==> src/rtl/seq_pkg.sv <==
package seq_pkg;

  typedef enum logic [1:0] {
    OP_HALT  = 2'd0,
    OP_WRITE = 2'd1,
    OP_READ  = 2'd2,
    OP_WAIT  = 2'd3
  } op_e;

  localparam int FLAG_W   = 3;
  localparam int FLG_BUS  = 0;
  localparam int FLG_WAKE = 1;
  localparam int FLG_STOP = 2;

  // Unrecognised opcode words fall back to a stop.
  function automatic op_e decode_op(input logic [31:0] w);
    case (w)
      32'd1:   return OP_WRITE;
      32'd2:   return OP_READ;
      32'd3:   return OP_WAIT;
      default: return OP_HALT;
    endcase
  endfunction

endpackage

==> src/rtl/seq_fetcher.sv <==
module seq_fetcher #(
  parameter int              ADDR_W      = 32,
  parameter int              DATA_W      = 32,
  parameter int              PC_W        = 8,
  parameter logic [ADDR_W-1:0] BASE      = 32'h0000_0400,
  parameter int              REC_SHIFT   = 4,
  parameter int              FETCH_WORDS = 3
) (
  input  logic                          clk,
  input  logic                          rst,
  input  logic                          go,
  input  logic [PC_W-1:0]               idx,
  output logic                          rd_en,
  output logic [ADDR_W-1:0]             rd_addr,
  input  logic [DATA_W-1:0]             rd_data,
  input  logic                          rd_valid,
  output logic                          done,
  output logic [FETCH_WORDS*DATA_W-1:0] words
);
  localparam int CNT_W = (FETCH_WORDS > 1) ? $clog2(FETCH_WORDS) : 1;
  localparam int STEP  = DATA_W / 8;

  logic             busy;
  logic [CNT_W-1:0] cnt;

  always_ff @(posedge clk) begin
    if (rst) begin
      busy    <= 1'b0;
      cnt     <= '0;
      rd_en   <= 1'b0;
      rd_addr <= '0;
      done    <= 1'b0;
    end else begin
      rd_en <= 1'b0;
      done  <= 1'b0;
      if (go) begin
        busy    <= 1'b1;
        cnt     <= '0;
        rd_en   <= 1'b1;
        rd_addr <= BASE + (ADDR_W'(idx) << REC_SHIFT);
      end else if (busy && rd_valid) begin
        if (cnt == CNT_W'(FETCH_WORDS - 1)) begin
          busy <= 1'b0;
          done <= 1'b1;
        end else begin
          cnt     <= cnt + 1'b1;
          rd_en   <= 1'b1;
          rd_addr <= rd_addr + ADDR_W'(STEP);
        end
      end
    end
  end

  for (genvar g = 0; g < FETCH_WORDS; g++) begin : g_word
    logic [DATA_W-1:0] word_q;
    always_ff @(posedge clk) begin
      if (rst)
        word_q <= '0;
      else if (busy && rd_valid && cnt == CNT_W'(g))
        word_q <= rd_data;
    end
    assign words[g*DATA_W +: DATA_W] = word_q;
  end

endmodule

==> src/rtl/seq_core.sv <==
module seq_core
  import seq_pkg::*;
#(
  parameter int ADDR_W = 32,
  parameter int DATA_W = 32,
  parameter int PC_W   = 8,
  localparam int BE_W  = DATA_W / 8
) (
  input  logic              clk,
  input  logic              rst,
  input  logic              start,
  input  logic              irq_in,
  input  logic              rec_done,
  input  logic [DATA_W-1:0] op_word,
  input  logic [DATA_W-1:0] tgt_word,
  input  logic [DATA_W-1:0] val_word,
  output logic              fetch_go,
  output logic              rd_en,
  output logic [ADDR_W-1:0] rd_addr,
  input  logic [DATA_W-1:0] rd_data,
  input  logic              rd_valid,
  output logic              wr_en,
  output logic [ADDR_W-1:0] wr_addr,
  output logic [DATA_W-1:0] wr_data,
  output logic [BE_W-1:0]   wr_be,
  output logic [PC_W-1:0]   pc,
  output logic              halted,
  output logic [DATA_W-1:0] read_value,
  output logic              ev_valid,
  output logic [PC_W-1:0]   ev_pc,
  output logic [FLAG_W-1:0] ev_flags,
  output logic              waiting
);
  typedef enum logic [2:0] {S_IDLE, S_FETCH, S_EXEC, S_READ, S_WAIT, S_STOP} st_e;

  st_e               st;
  op_e               op_q;
  logic [ADDR_W-1:0] tgt_q;
  logic [DATA_W-1:0] val_q;

  assign waiting = (st == S_WAIT);

  always_ff @(posedge clk) begin
    if (rst) begin
      st         <= S_IDLE;
      op_q       <= OP_HALT;
      tgt_q      <= '0;
      val_q      <= '0;
      pc         <= '0;
      halted     <= 1'b0;
      fetch_go   <= 1'b0;
      rd_en      <= 1'b0;
      rd_addr    <= '0;
      wr_en      <= 1'b0;
      wr_addr    <= '0;
      wr_data    <= '0;
      wr_be      <= '0;
      read_value <= '0;
      ev_valid   <= 1'b0;
      ev_pc      <= '0;
      ev_flags   <= '0;
    end else begin
      fetch_go <= 1'b0;
      rd_en    <= 1'b0;
      wr_en    <= 1'b0;
      wr_be    <= '0;
      ev_valid <= 1'b0;
      ev_flags <= '0;
      case (st)
        S_IDLE, S_STOP: begin
          if (start) begin
            pc       <= '0;
            halted   <= 1'b0;
            fetch_go <= 1'b1;
            st       <= S_FETCH;
          end
        end
        S_FETCH: begin
          if (rec_done) begin
            op_q  <= decode_op(32'(op_word));
            tgt_q <= ADDR_W'(tgt_word);
            val_q <= val_word;
            st    <= S_EXEC;
          end
        end
        S_EXEC: begin
          case (op_q)
            OP_WRITE: begin
              wr_en             <= 1'b1;
              wr_addr           <= tgt_q;
              wr_data           <= val_q;
              wr_be             <= '1;
              ev_valid          <= 1'b1;
              ev_pc             <= pc;
              ev_flags[FLG_BUS] <= 1'b1;
              pc                <= pc + 1'b1;
              fetch_go          <= 1'b1;
              st                <= S_FETCH;
            end
            OP_READ: begin
              rd_en   <= 1'b1;
              rd_addr <= tgt_q;
              st      <= S_READ;
            end
            OP_WAIT: st <= S_WAIT;
            default: begin
              halted             <= 1'b1;
              ev_valid           <= 1'b1;
              ev_pc              <= pc;
              ev_flags[FLG_STOP] <= 1'b1;
              st                 <= S_STOP;
            end
          endcase
        end
        S_READ: begin
          if (rd_valid) begin
            read_value        <= rd_data;
            ev_valid          <= 1'b1;
            ev_pc             <= pc;
            ev_flags[FLG_BUS] <= 1'b1;
            pc                <= pc + 1'b1;
            fetch_go          <= 1'b1;
            st                <= S_FETCH;
          end
        end
        S_WAIT: begin
          if (irq_in) begin
            ev_valid           <= 1'b1;
            ev_pc              <= pc;
            ev_flags[FLG_WAKE] <= 1'b1;
            pc                 <= pc + 1'b1;
            fetch_go           <= 1'b1;
            st                 <= S_FETCH;
          end
        end
        default: st <= S_IDLE;
      endcase
    end
  end

endmodule

==> src/rtl/script_sequencer.sv <==
module script_sequencer
  import seq_pkg::*;
#(
  parameter int                ADDR_W    = 32,
  parameter int                DATA_W    = 32,
  parameter int                PC_W      = 8,
  parameter logic [ADDR_W-1:0] BASE      = 32'h0000_0400,
  parameter int                REC_SHIFT = 4,
  localparam int               BE_W      = DATA_W / 8,
  localparam int               N_WORDS   = 3
) (
  input  logic              clk,
  input  logic              rst,
  input  logic              start,
  input  logic              irq_in,
  output logic              bus_rd_en,
  output logic [ADDR_W-1:0] bus_rd_addr,
  input  logic [DATA_W-1:0] bus_rd_data,
  input  logic              bus_rd_valid,
  output logic              bus_wr_en,
  output logic [ADDR_W-1:0] bus_wr_addr,
  output logic [DATA_W-1:0] bus_wr_data,
  output logic [BE_W-1:0]   bus_wr_be,
  output logic [PC_W-1:0]   pc,
  output logic              halted,
  output logic [DATA_W-1:0] read_value,
  output logic              ev_valid,
  output logic [PC_W-1:0]   ev_pc,
  output logic [FLAG_W-1:0] ev_flags
);
  logic                      fetch_go, rec_done, waiting;
  logic [N_WORDS*DATA_W-1:0] rec_words;
  logic                      f_rd_en, c_rd_en;
  logic [ADDR_W-1:0]         f_rd_addr, c_rd_addr;

  seq_fetcher #(
    .ADDR_W(ADDR_W), .DATA_W(DATA_W), .PC_W(PC_W), .BASE(BASE),
    .REC_SHIFT(REC_SHIFT), .FETCH_WORDS(N_WORDS)
  ) u_fetch (
    .clk(clk), .rst(rst), .go(fetch_go), .idx(pc),
    .rd_en(f_rd_en), .rd_addr(f_rd_addr),
    .rd_data(bus_rd_data), .rd_valid(bus_rd_valid),
    .done(rec_done), .words(rec_words)
  );

  seq_core #(.ADDR_W(ADDR_W), .DATA_W(DATA_W), .PC_W(PC_W)) u_core (
    .clk(clk), .rst(rst), .start(start), .irq_in(irq_in),
    .rec_done(rec_done),
    .op_word(rec_words[0 +: DATA_W]),
    .tgt_word(rec_words[DATA_W +: DATA_W]),
    .val_word(rec_words[2*DATA_W +: DATA_W]),
    .fetch_go(fetch_go),
    .rd_en(c_rd_en), .rd_addr(c_rd_addr),
    .rd_data(bus_rd_data), .rd_valid(bus_rd_valid),
    .wr_en(bus_wr_en), .wr_addr(bus_wr_addr), .wr_data(bus_wr_data),
    .wr_be(bus_wr_be),
    .pc(pc), .halted(halted), .read_value(read_value),
    .ev_valid(ev_valid), .ev_pc(ev_pc), .ev_flags(ev_flags),
    .waiting(waiting)
  );

  // Fetcher and core never have a read outstanding at the same time.
  assign bus_rd_en   = f_rd_en | c_rd_en;
  assign bus_rd_addr = f_rd_en ? f_rd_addr : c_rd_addr;

endmodule

==> config.mk <==
export PLATFORM = sky130hd
export DESIGN_NAME = script_sequencer
export DESIGN_NICKNAME = d
export VERILOG_FILES = /design/src/rtl/seq_pkg.sv /design/src/rtl/seq_fetcher.sv /design/src/rtl/seq_core.sv /design/src/rtl/script_sequencer.sv
export SDC_FILE = /design/constraint.sdc
export NUM_CORES = 1
export LEC_CHECK = 0
export BUFFER_PORTS_ARGS = -buffer_cell sky130_fd_sc_hd__buf_2
export CAP_MARGIN = 20
export CORE_ASPECT_RATIO = 1.75
export CORE_UTILIZATION = 30
export CTS_CLUSTER_SIZE = 12
export DETAILED_ROUTE_END_ITERATION = 8
export HOLD_SLACK_MARGIN = 0.08
export SLEW_MARGIN = 20
export SYNTH_ARGS = -nofsm -noshare
export SYNTH_HDL_FRONTEND = slang
export SYNTH_SLANG_ARGS = --single-unit
==> constraint.sdc <==
create_clock -name clk -period 3.15 [get_ports clk]
set_input_delay 0.63 -clock clk [delete_from_list [all_inputs] [get_ports clk]]
set_output_delay 0.63 -clock clk [all_outputs]
set_load 0.05 [all_outputs]
==> impl_metrics.ini <==
[grt]
grt_pass1_vias = 10700
grt_max_degree = 181
grt_pass1_wl_um = 61070
grt-ovfl-total = 0
antenna_found_initial = 1
track_usage = 0.1724

[power_and_ir_drop]
p_int_uw = 6829
leakage_uw = 0.005780
clkPwrFrac = 0.441
power_uw = 8865
pwr-share-seq = 0.512
power_switching_uw = 2036
ir_worst_vdd_mv = 0.4884
switching_share = 0.2296
p_per_area_nw_per_um2 = 561.4
pwr-share-comb = 0.047

[timing]
slew_headroom = 0.4847
min_period_ps = 2523
hold_violations = 0
setup_violations = 0
tightest_slew_ps = 773.0
slew_viol_final = 0
finClkSkew_ps = 22.31
fmax_mhz = 396.3
rsz0062_at_grt = false
fin_tns_setup_ps = 0
finalCritPeriodShare = 0.8010

[clock_network]
cts_root_buf = clkbuf_16
tritoncts = yes
cts_made_buffers = 36
numClockSinks = 352
cts_resized = 0
postCtsHoldBufs = 0
clkLatencyLatePin_ps = 530
postCtsSetupBuffers = 0
path_clk_slew_ps = 60
htreeDepth = 2
clockBufferDepth = 3

[route]
drt_iter0_markers = 612
viasPerCell = 4.761
drt_first_pass_iters = 5
drtAntennaViolNets = 0
via_count = 11250
drc = 0
totalWireLength_um = 39810
wl_per_cell_um = 16.84

[placement]
numPortBuffers = 191
place_inst = 2316
dpl-instance-area_um2 = 14770
gp_congestion = 0.8305
hpwl_um = 27690

[cells_and_area]
final.fill_count = 4632
final_common_cell = nand2_1
diodes = 0
fin_area_um2 = 15790
drive_gt1_frac = 0.1752
final_core_util = 0.3566
final_cell_mix = nand2_1, dfxtp_1, a21oi_1
nets = 1831
area_growth_pct = 17.35
fin_cells = 2364

[die]
die_y_um = 282.2
rows = 102
core_um2 = 44290
start_util = 0.3039
die_x_um = 162.1
ioPinCount = 192
dieArea_um2 = 45740

[logic_synthesis]
async_flop_share = 0
synth_area_per_cell_um2 = 8.111
netlist_instances = 1659
syn_area_um2 = 13460
yosys_warnings = 0
synth.distinct_cells = 51
synth_edf_count = 0
synth_flop_cell = dfxtp_1
syn-num-nets = 1708
synth_seq_cells = 352
ys_seq_area_frac = 0.5237

[critical_path]
path_class = flop to output pin
max_stage_delay_ps = 430
critPathLaunchType = flop
end_kind = output pin
slowest_stage = mux2_2
cp.required_ps = 2520
path_cells = buf_4 -> mux2_2 -> buf_2
cp_max_fo = 33
cp.arrival_ps = 1890

[run]
maxCapViolations = 0

[worst_hold_path]
hold_class = input pin to flop

[run_status]
status = completed
==> routing by layer <==
layer	up-vias	track usage	wire length, µm
met5	-	0	8
met4	2	0.07789	1545
met2	270	0.3222	20990
met1	5246	0.1921	15700
met3	71	0.02155	1566
li1	5665	-	-
==> worst max-delay path, delay by kind of cell, from the launching register on <==
kind     cells  cell delay, ps
buf+inv      2             620
mux          1             430
flops        1             310
==> logic make-up after synthesis <==
kind of cell / share of synthesized area
mux: 0.03561
simple gates: 0.2364
xor+xnor: 0.01822
compound gates: 0.1307
flops: 0.5237
fa+ha+maj: 0.01116
buf+inv: 0.04416
==> per-stage QoR <==
stage	hold WS [ps]	worst slack, ps
6_report	399.6	626.9
5_1_grt	396.7	551.7
4_1_cts	384.2	589.3
3_5_place_dp	444.0	948.8
3_3_place_gp	437.8	962.1
2_1_floorplan	431.8	1149
==> power groups by stage <==
stage          clock (µW)  combinational, µW  sequential (µW)
6_report             3910                420             4540
5_1_grt              4180                453             4540
4_1_cts              4020                423             4540
3_5_place_dp            0                422             4640
3_3_place_gp            0                417             4630
2_1_floorplan           0                253             4650
==> state kept, by name, summed over array words and instances (netlist names), 30 cells and up <==
register,count
u_core.val_q,32
u_core.read_value,32
u_core.tgt_q,32
u_fetch.g_word.word_q,96
u_core.wr_data,32
u_core.rd_addr,32
u_core.wr_addr,32
u_fetch.rd_addr,30
==> area by class of cell <==
type                            count  area [µm²]  area share
Clock buffer                       46        1010     0.06394
Clock inverter                      2       10.01   0.0006339
Inverter                           12       45.04    0.002852
Multi-Input combinational cell   1169        5823      0.3688
Sequential cell                   352        7047      0.4462
Tap cell                          572       715.7     0.04532
Timing Repair Buffer              211        1141     0.07226
==> final timing paths <==
| check | from | end | slack [ps] | depth (start not counted) |
|---|---|---|---|---|
| max reg2reg | u_core.st[1] | u_core.wr_addr[28] | 1000 | 6 |
| min reg2reg | u_core.wr_addr[15] | u_core.wr_addr[15] | 450 | 2 |
| min | irq_in | u_core.ev_flags[1] | 400 | 3 |
| max | u_fetch.rd_en | bus_rd_addr[31] | 630 | 3 |
==> synthesized netlist by cell type (12+ instances only) <==
| library cell | count | area, µm² |
|---|---|---|
| a21oi_1 | 300 | 1501 |
| buf_2 | 28 | 140.1 |
| clkbuf_1 | 76 | 285.3 |
| dfxtp_1 | 352 | 7047 |
| ha_1 | 12 | 150.1 |
| inv_1 | 12 | 45.04 |
| mux2_2 | 30 | 337.8 |
| mux2i_1 | 13 | 130.1 |
| nand2_1 | 599 | 2248 |
| nand3_1 | 17 | 85.08 |
| nor2_1 | 55 | 206.5 |
| xnor2_1 | 26 | 227.7 |
Note: power is estimated with default switching activity, not from simulation.
